[src/rtl/charsteal_pkg.sv]
package charsteal_pkg;
  localparam int BYTE_W   = 8;
  localparam int CHR_W    = 6;
  localparam int LINE_W   = 3;
  localparam int PASS_BIT = 6;
  localparam int INV_BIT  = 7;
  localparam int IRQ_BIT  = 6;
  localparam int CNT_W    = $clog2(BYTE_W);

  typedef struct packed {
    logic              valid;
    logic              inv;
    logic [CHR_W-1:0]  chr;
    logic [LINE_W-1:0] line;
  } vreq_t;
endpackage

[src/rtl/steal_decode.sv]
module steal_decode
  import charsteal_pkg::*;
#(
  parameter int ADDR_W    = 16,
  parameter int ROM_BYTES = 8192,
  parameter int RAM_TOP   = 17408
) (
  input  logic                        clk,
  input  logic                        rst,
  input  logic [ADDR_W-1:0]           cpu_addr,
  input  logic                        mem_req,
  input  logic                        rd_req,
  input  logic                        opfetch,
  input  logic [BYTE_W-1:0]           ram_rdata,
  input  logic [BYTE_W-1:0]           rom_rdata,
  input  logic [LINE_W-1:0]           line_cnt,
  output logic [ADDR_W-1:0]           ram_addr,
  output logic [$clog2(ROM_BYTES)-1:0] rom_addr,
  output logic                        steal,
  output vreq_t                       steal_req,
  output logic [BYTE_W-1:0]           cpu_rdata
);
  localparam int ROM_AW = $clog2(ROM_BYTES);
  localparam logic [ADDR_W:0] ROM_LIM = (ADDR_W+1)'(ROM_BYTES);
  localparam logic [ADDR_W:0] RAM_LIM = (ADDR_W+1)'(RAM_TOP);

  logic              is_read;
  logic              in_rom;
  logic              mirror;
  logic              ram_hit;
  logic [BYTE_W-1:0] ram_byte;
  logic [BYTE_W-1:0] rdata_nxt;

  always_comb begin
    is_read  = mem_req & rd_req;
    in_rom   = {1'b0, cpu_addr} < ROM_LIM;
    mirror   = opfetch & cpu_addr[ADDR_W-1] & ~in_rom;
    ram_addr = mirror ? {1'b0, cpu_addr[ADDR_W-2:0]} : cpu_addr;
    ram_hit  = {1'b0, ram_addr} < RAM_LIM;
    ram_byte = ram_hit ? ram_rdata : {BYTE_W{1'b1}};
    rom_addr = cpu_addr[ROM_AW-1:0];
    steal    = is_read & mirror & ~ram_byte[PASS_BIT];
    steal_req.valid = 1'b1;
    steal_req.inv   = ~ram_byte[INV_BIT];
    steal_req.chr   = ram_byte[CHR_W-1:0];
    steal_req.line  = line_cnt;
    if (in_rom)     rdata_nxt = rom_rdata;
    else if (steal) rdata_nxt = '0;
    else            rdata_nxt = ram_byte;
  end

  always_ff @(posedge clk) begin
    if (rst)          cpu_rdata <= '0;
    else if (is_read) cpu_rdata <= rdata_nxt;
  end

  assert_rom_served_R2: assert property (@(posedge clk) disable iff (rst)
    (mem_req && rd_req && ({1'b0, cpu_addr} < ROM_LIM)) |=> cpu_rdata == $past(rom_rdata));

  assert_nop_on_steal_R5: assert property (@(posedge clk) disable iff (rst)
    (mem_req && rd_req && opfetch && cpu_addr[ADDR_W-1] && !in_rom &&
     ({2'b0, cpu_addr[ADDR_W-2:0]} < RAM_LIM) && !ram_rdata[PASS_BIT]) |=> cpu_rdata == '0);

  assert_hold_idle_R3: assert property (@(posedge clk) disable iff (rst)
    !(mem_req && rd_req) |=> $stable(cpu_rdata));
endmodule

[src/rtl/glyph_fetch.sv]
module glyph_fetch
  import charsteal_pkg::*;
#(
  parameter int ADDR_W    = 16,
  parameter int ROM_BYTES = 8192,
  parameter int RAM_TOP   = 17408
) (
  input  logic                        clk,
  input  logic                        rst,
  input  logic [ADDR_W-1:0]           cpu_addr,
  input  logic                        refresh_now,
  input  logic                        steal,
  input  vreq_t                       steal_req,
  input  logic [BYTE_W-1:0]           ram_rdata,
  input  logic [BYTE_W-1:0]           rom_rdata,
  output logic [$clog2(ROM_BYTES)-1:0] glyph_rom_addr,
  output logic                        glyph_sel,
  output logic                        irq_n,
  output logic                        load,
  output logic [BYTE_W-1:0]           load_byte
);
  localparam int ROM_AW = $clog2(ROM_BYTES);
  localparam logic [ADDR_W:0] ROM_LIM = (ADDR_W+1)'(ROM_BYTES);
  localparam logic [ADDR_W:0] RAM_LIM = (ADDR_W+1)'(RAM_TOP);

  vreq_t             pend;
  logic [ADDR_W-1:0] glyph_addr;
  logic              glyph_in_rom;
  logic [BYTE_W-1:0] raw_byte;

  always_comb begin
    glyph_addr = {cpu_addr[ADDR_W-1:BYTE_W], {BYTE_W{1'b0}}}
               | ADDR_W'({pend.chr, pend.line});
    glyph_in_rom   = {1'b0, glyph_addr} < ROM_LIM;
    glyph_rom_addr = glyph_addr[ROM_AW-1:0];
    glyph_sel      = refresh_now & pend.valid & glyph_in_rom;
    load           = refresh_now & pend.valid;
    if (glyph_in_rom)                     raw_byte = rom_rdata;
    else if ({1'b0, cpu_addr} < RAM_LIM)  raw_byte = ram_rdata;
    else                                  raw_byte = {BYTE_W{1'b1}};
    load_byte = raw_byte ^ {BYTE_W{pend.inv}};
  end

  always_ff @(posedge clk) begin
    if (rst)        pend <= '0;
    else if (steal) pend <= steal_req;
    else if (load)  pend.valid <= 1'b0;
  end

  always_ff @(posedge clk) begin
    if (rst)              irq_n <= 1'b1;
    else if (refresh_now) irq_n <= cpu_addr[IRQ_BIT];
  end

  assert_irq_follow_R9: assert property (@(posedge clk) disable iff (rst)
    refresh_now |=> irq_n == $past(cpu_addr[IRQ_BIT]));

  assert_irq_hold_R9: assert property (@(posedge clk) disable iff (rst)
    !refresh_now |=> $stable(irq_n));

  assert_single_use_R10: assert property (@(posedge clk) disable iff (rst)
    (load && !steal) |=> !pend.valid);
endmodule

[src/rtl/pixel_shifter.sv]
module pixel_shifter
  import charsteal_pkg::*;
(
  input  logic              clk,
  input  logic              rst,
  input  logic              load,
  input  logic [BYTE_W-1:0] load_byte,
  output logic              pix_out
);
  logic [BYTE_W-1:0] shreg;
  logic [CNT_W:0]    remain;

  always_ff @(posedge clk) begin
    if (rst) begin
      shreg   <= '0;
      remain  <= '0;
      pix_out <= 1'b0;
    end else if (load) begin
      pix_out <= load_byte[BYTE_W-1];
      shreg   <= {load_byte[BYTE_W-2:0], 1'b0};
      remain  <= (CNT_W+1)'(BYTE_W-1);
    end else if (remain != '0) begin
      pix_out <= shreg[BYTE_W-1];
      shreg   <= {shreg[BYTE_W-2:0], 1'b0};
      remain  <= remain - 1'b1;
    end else begin
      pix_out <= 1'b0;
    end
  end

  assert_load_first_R10: assert property (@(posedge clk) disable iff (rst)
    load |=> pix_out == $past(load_byte[BYTE_W-1]));

  assert_dark_idle_R10: assert property (@(posedge clk) disable iff (rst)
    (remain == '0 && !load) |=> !pix_out);

  assert_count_range_R11: assert property (@(posedge clk) disable iff (rst)
    remain < (CNT_W+1)'(BYTE_W));
endmodule

[src/rtl/charsteal_video.sv]
module charsteal_video
  import charsteal_pkg::*;
#(
  parameter int ADDR_W    = 16,
  parameter int ROM_BYTES = 8192,
  parameter int RAM_TOP   = 17408
) (
  input  logic                         clk,
  input  logic                         rst,
  input  logic [ADDR_W-1:0]            cpu_addr,
  input  logic                         mem_req,
  input  logic                         rd_req,
  input  logic                         opfetch,
  input  logic                         refresh,
  input  logic [7:0]                   ram_rdata,
  input  logic [7:0]                   rom_rdata,
  input  logic [2:0]                   line_cnt,
  output logic [7:0]                   cpu_rdata,
  output logic [ADDR_W-1:0]            mem_addr,
  output logic [$clog2(ROM_BYTES)-1:0] rom_addr,
  output logic                         irq_n,
  output logic                         pix_out
);
  localparam int ROM_AW = $clog2(ROM_BYTES);

  logic              steal;
  vreq_t             steal_req;
  logic [ROM_AW-1:0] cpu_rom_addr;
  logic [ROM_AW-1:0] glyph_rom_addr;
  logic              glyph_sel;
  logic              load;
  logic [BYTE_W-1:0] load_byte;
  logic              refresh_now;

  assign refresh_now = mem_req & refresh;

  steal_decode #(.ADDR_W(ADDR_W), .ROM_BYTES(ROM_BYTES), .RAM_TOP(RAM_TOP)) u_decode (
    .clk(clk), .rst(rst), .cpu_addr(cpu_addr), .mem_req(mem_req), .rd_req(rd_req),
    .opfetch(opfetch), .ram_rdata(ram_rdata), .rom_rdata(rom_rdata), .line_cnt(line_cnt),
    .ram_addr(mem_addr), .rom_addr(cpu_rom_addr), .steal(steal), .steal_req(steal_req),
    .cpu_rdata(cpu_rdata)
  );

  glyph_fetch #(.ADDR_W(ADDR_W), .ROM_BYTES(ROM_BYTES), .RAM_TOP(RAM_TOP)) u_glyph (
    .clk(clk), .rst(rst), .cpu_addr(cpu_addr), .refresh_now(refresh_now), .steal(steal),
    .steal_req(steal_req), .ram_rdata(ram_rdata), .rom_rdata(rom_rdata),
    .glyph_rom_addr(glyph_rom_addr), .glyph_sel(glyph_sel), .irq_n(irq_n),
    .load(load), .load_byte(load_byte)
  );

  pixel_shifter u_shift (
    .clk(clk), .rst(rst), .load(load), .load_byte(load_byte), .pix_out(pix_out)
  );

  assign rom_addr = glyph_sel ? glyph_rom_addr : cpu_rom_addr;
endmodule

[config.mk]
export PLATFORM = sky130hd
export DESIGN_NAME = charsteal_video
export DESIGN_NICKNAME = d
export VERILOG_FILES = /design/src/rtl/charsteal_pkg.sv /design/src/rtl/steal_decode.sv /design/src/rtl/glyph_fetch.sv /design/src/rtl/pixel_shifter.sv /design/src/rtl/charsteal_video.sv
export SDC_FILE = /design/constraint.sdc
export NUM_CORES = 1
export LEC_CHECK = 0
export ABC_AREA = 1
export BUFFER_PORTS_ARGS = -buffer_cell sky130_fd_sc_hd__buf_2
export CORE_MARGIN = 2
export CORE_UTILIZATION = 53
export CTS_BUF_LIST = sky130_fd_sc_hd__clkbuf_8
export DETAILED_ROUTE_END_ITERATION = 6
export PLACE_DENSITY = 0.95
export SYNTH_ARGS = -nofsm -noshare
export SYNTH_HDL_FRONTEND = slang
export SYNTH_SLANG_ARGS = --single-unit
[constraint.sdc]
create_clock -name clk -period 4 [get_ports clk]
set_input_delay 0.8 -clock clk [delete_from_list [all_inputs] [get_ports clk]]
set_output_delay 0.8 -clock clk [all_outputs]
set_load 0.05 [all_outputs]
# Word-level counts from Yosys, hierarchy flattened
# Cells that the tools add are included.
dict set report word_totals {
  regBits 32
  wordCells 47
  output_inout_bits 39
  ram_bits 0
  mem_count 0
  mem_bits_ro 0
  inputBits 41
  latchBits 0
}
dict set report op_classes {
  bitwise_logic 13
  n_div 0
  n_addsub 1
  n_shift 0
  mul 0
  n_reduce_logical 4
  n_eq_ne 0
  magnitude_cmp 4
  muxes 15
}
# operator n
set op_table {}
lappend op_table {{$mux W8} 7}
lappend op_table {{$lt A16 B14 Y1 const B} 2}
lappend op_table {{$lt A16 B15 Y1 const B} 2}
lappend op_table {{$mux W16} 1}
lappend op_table {{$or A16 B9 Y16} 1}
lappend op_table {{$mux W13} 1}
lappend op_table {{$and A1 B1 Y1} 8}
lappend op_table {{$xor A8 B8 Y8} 1}
lappend op_table {{$mux W3} 2}
lappend op_table {{$mux W1} 4}
lappend op_table {{$reduce_bool A2 Y1} 2}
lappend op_table {{$reduce_bool A4 Y1} 1}
lappend op_table {{$sub A4 B1 Y4 const B} 1}
lappend op_table {{$not A1 Y1} 3}
lappend op_table {{$reduce_or A2 Y1} 1}

# Logic depth before layout (Yosys ltp)
dict set report logic_depth {
  depth_word 10
  ltp_mapped 10
  depth_no_buf 10
}

# Modules after synthesis
# A second synthesis with hierarchy kept.
dict set report hier_totals {
  cells_unflattened 403
  hier_area_um2 2482.4
}
# mod seq_area_each_um2 n_inst cells_each area_each_um2
set by_module_without_submodules {}
lappend by_module_without_submodules {glyph_fetch 240.2 1 153 893.4}
lappend by_module_without_submodules {steal_decode 160.2 1 115 769.5}
lappend by_module_without_submodules {pixel_shifter 240.2 1 91 643.1}
lappend by_module_without_submodules {charsteal_video 0.0 1 44 176.4}

# Worst setup path after synthesis
# OpenSTA, ideal clock, no wires.
dict set report synth_timing {
  kind {input -> output}
  start {input port cpu_addr[14]}
  end {output port rom_addr[0]}
  path_slack_ns 0.550
  n_path_buf 1
  required_time_ns 3.200
  arrival_time_ns 2.650
  cell_stages 5
  cell_sequence {or2_4 > nor2_8 > nand2_1 > clkbuf_1 > o21ai_0}
}
dict set report synth_via {
  elab_chain_len 4
}
# element line_no
set synth_lines {}
lappend synth_lines {{start, declared} charsteal_video.sv:10} ;# input logic [ADDR_W-1:0] cpu_addr,
lappend synth_lines {{$or A16 B9 Y16} glyph_fetch.sv:33} ;# | ADDR_W'({pend.chr, pend.line});
lappend synth_lines {{$lt A16 B14 Y1} glyph_fetch.sv:34} ;# glyph_in_rom = {1'b0, glyph_addr} < ROM_LIM;
lappend synth_lines {{$and A1 B1 Y1} glyph_fetch.sv:36} ;# glyph_sel = refresh_now & pend.valid & glyph_in_rom;
lappend synth_lines {{$mux W13} charsteal_video.sv:55} ;# assign rom_addr = glyph_sel ? glyph_rom_addr : cpu_rom_addr;
lappend synth_lines {{end, declared} charsteal_video.sv:20} ;# output logic [$clog2(ROM_BYTES)-1:0] rom_addr,
# Every way passes these cells.

# Worst setup path after layout
dict set report layout_timing {
  start {input port mem_req}
  end {output port rom_addr[7]}
}
dict set report layout_via {
  elab_chain_len 4
}
# element line_no
set layout_lines {}
lappend layout_lines {{start, declared} charsteal_video.sv:11} ;# input logic mem_req,
lappend layout_lines {{$and A1 B1 Y1} charsteal_video.sv:35} ;# assign refresh_now = mem_req & refresh;
lappend layout_lines {{$and A1 B1 Y1 (2 in a row)} glyph_fetch.sv:36}
lappend layout_lines {{$mux W13} charsteal_video.sv:55}
# Every way passes these cells.

==> flow_metrics.tcl <==
set metrics [dict create \
    pwr-share-seq_pct 38.2 \
    clock_skew_ns 0.00454 \
    cap_violations 0 \
    grt_overflow 0 \
    grt_pass1_wl_microns 7430 \
    fin_nets 370 \
    syn_area_per_cell_sq_um 6.93 \
    cp_max_fo 17 \
    finalCritPeriodShare_pct 74.7 \
    grt_util_met2_pct 38.8 \
    yosys_most_used_dff "dfxtp_1" \
    swShare_pct 38.3 \
    place_area_sq_um 2130 \
    die_w_microns 63.5 \
    syn-cell-area_sq_um 1880 \
    synth_edf_count 0 \
    cts.clk_slew.worst_paths_ns 0.07 \
    setup_violations 0 \
    internal-power_uw 580 \
    drc 0 \
    via_per_inst 5.22 \
    crit_required_ns 3.20 \
    grt_max_degree 29 \
    wl_per_cell_microns 12.1 \
    synthArstFlopShare_pct 0 \
    drtIter0Drc 108 \
    postCtsSetupBuffers 0 \
    cts_resized 0 \
    dieArea_sq_um 4040 \
    status "completed" \
    clock_sinks 32 \
    r2r-start "u_shift.remain[0]$_SDFFE_PP0P_" \
    die_y_microns 63.5 \
    synth_warnings 0 \
    critPathLaunchType "primary input" \
    drive_gt1_share_pct 29.0 \
    met1_usage_pct 28.1 \
    firstDrtPassIters 5 \
    postSynthCellCount 271 \
    leakage_uw 0.00108 \
    start_util_pct 55.8 \
    io_buffers 76 \
    ios 80 \
    synth_common_cells "57 x nand2_1, 36 x inv_1, 34 x o21ai_0" \
    critPathCaptureType "primary output" \
    crit_arrival_ns 2.19 \
    grt_usage_pct 23.5 \
    postCtsHoldBufs 0 \
    yosysMostFrequentCell "nand2_1" \
    setup-tns-final_ns 0 \
    power.switching_uw 360 \
    yosysUniqueCellTypes 35 \
    yosysTopAreaCellShare_pct 34.1 \
    comb_power_share_pct 35.1 \
    cts_buffers 5 \
    power.total_uw 940 \
    hold_path_startpoint "u_glyph.pend[0]$_SDFFE_PP0P_" \
    drv_slew 0 \
    report.final.hold_viol_count 0 \
    h-tree-depth 2 \
    wl_microns 4540 \
    grt-busiest-layer "met2" \
    cts_buffer_depth 2 \
    antenna_found_initial 0 \
    ys_seq_area_share_pct 34.1 \
    rsz0062_at_grt "false" \
    p_clk_share_pct 26.7 \
    use_met3_pct 6.43 \
    synth_largest_area_cell "dfxtp_1" \
    antenna_left 0 \
    synth_top_cells_by_area "dfxtp_1 34%, nand2_1 11%, o21ai_0 9.1%" \
    tightest_slew_ns 0.532 \
    insertedDiodeCount 0 \
    dp_hpwl_microns 3390 \
    cts_tree "yes" \
    worst_skew_pair.late_latency_ns 0.29 \
    place.gp.congestion 0.896 \
    cts_root_buffer "clkbuf_8" \
    grt_pass1_vias 1711 \
    fmax_mhz 335 \
    final_cell_area_sq_um 2220 \
    ir_drop_mv 0.243 \
    core-area_sq_um 3360 \
    setup.worst_path.start "mem_req" \
    hold_class "reg -> reg" \
    syn-num-nets 314 \
    slew_headroom_pct 64.5 \
    critical_path_class "in -> out" \
    powerDensity_nw_per_um2 423 \
    vias 1952 \
    ys_ff_latch 32 \
    period_needed_ns 2.99 \
    area_delta_synth_final_pct 18.3 \
    placementRows 21 \
]
## layout make-up
cell class / count / area, sq um
clock buffers: 6 / 82.6
clock inverters: 2 / 7.51
fillers: 321 / 1140
inverters: 40 / 150
multi-input cells: 171 / 895
flip-flops and latches: 32 / 641
well taps: 46 / 57.6
repair buffers: 77 / 388
## layout by cell type, fill, tap and decap left out, drive strengths merged, types with 2 or more instances in the layout
cell type  instances
o211ai             7
nor2               7
nand3             18
buf               77
o22ai              3
ha                 2
xor2               2
dfxtp             32
or2                3
clkbuf             6
a21oi             27
inv               41
o21ai             36
nand2             59
## metrics by stage
step | cells | utilization (%) | hold slack, ns | setup WS (ns)
floorplan | 271 | - | 0.425 | 0.550
global placement | 366 | 63.4 | 0.435 | 1.04
detailed placement | 366 | 63.4 | 0.444 | 0.994
CTS | 374 | 66.0 | 0.451 | 0.994
global route | 374 | 66.0 | 0.479 | 0.712
finish | 374 | 66.0 | 0.451 | 1.01
## flip-flops by register name (all words and copies together), names as in the netlist
register / cells
u_glyph.pend: 11
u_decode.cpu_rdata: 8
u_shift.remain: 4
u_glyph.irq_n: 1
u_shift.pix_out: 1
u_shift.shreg: 7
## worst paths after layout
path	slack [ns]	depth (start not counted)	endpoint
max reg2reg	2.56	8	u_shift.shreg[7]$_SDFFE_PP0P_
min	0.45	2	u_glyph.pend[0]$_SDFFE_PP0P_
min reg2reg	0.45	2	u_glyph.pend[0]$_SDFFE_PP0P_
max	1.01	9	rom_addr[7]
## power groups by stage
stage	logic [uW]	registers [uW]	clock network (uW)
after floorplan	245	386	0
after global placement	321	365	0
after detailed placement	326	366	0
after CTS	329	359	249
after global routing	366	362	266
final	330	359	251
## worst max-delay path: stages
cell     delay (ns)
buf_2          0.10
nand2_1        0.08
inv_1          0.06
nand2_1        0.15
inv_2          0.12
nand2_1        0.38
nand2_1        0.12
o21ai_0        0.09
buf_2          0.29
## layer usage
layer / up-vias / routed length, microns / part of all wire, %
met4: 0 / 112 / 2.5
met5: - / 0 / 0
met3: 17 / 314 / 6.9
li1: 976 / - / -
met1: 872 / 1950 / 43
met2: 87 / 2160 / 48
## logic make-up after synthesis
| family | Yosys count | share of synthesized area, % |
|---|---|---|
| simple gates | 89 | 22.5 |
| compound gates | 78 | 22.9 |
| buf+inv | 68 | 18.3 |
| flops | 32 | 34.1 |
| xor+xnor | 2 | 0.933 |
| fa+ha+maj | 2 | 1.33 |
No activity file was read; power rests on OpenSTA's default activity.
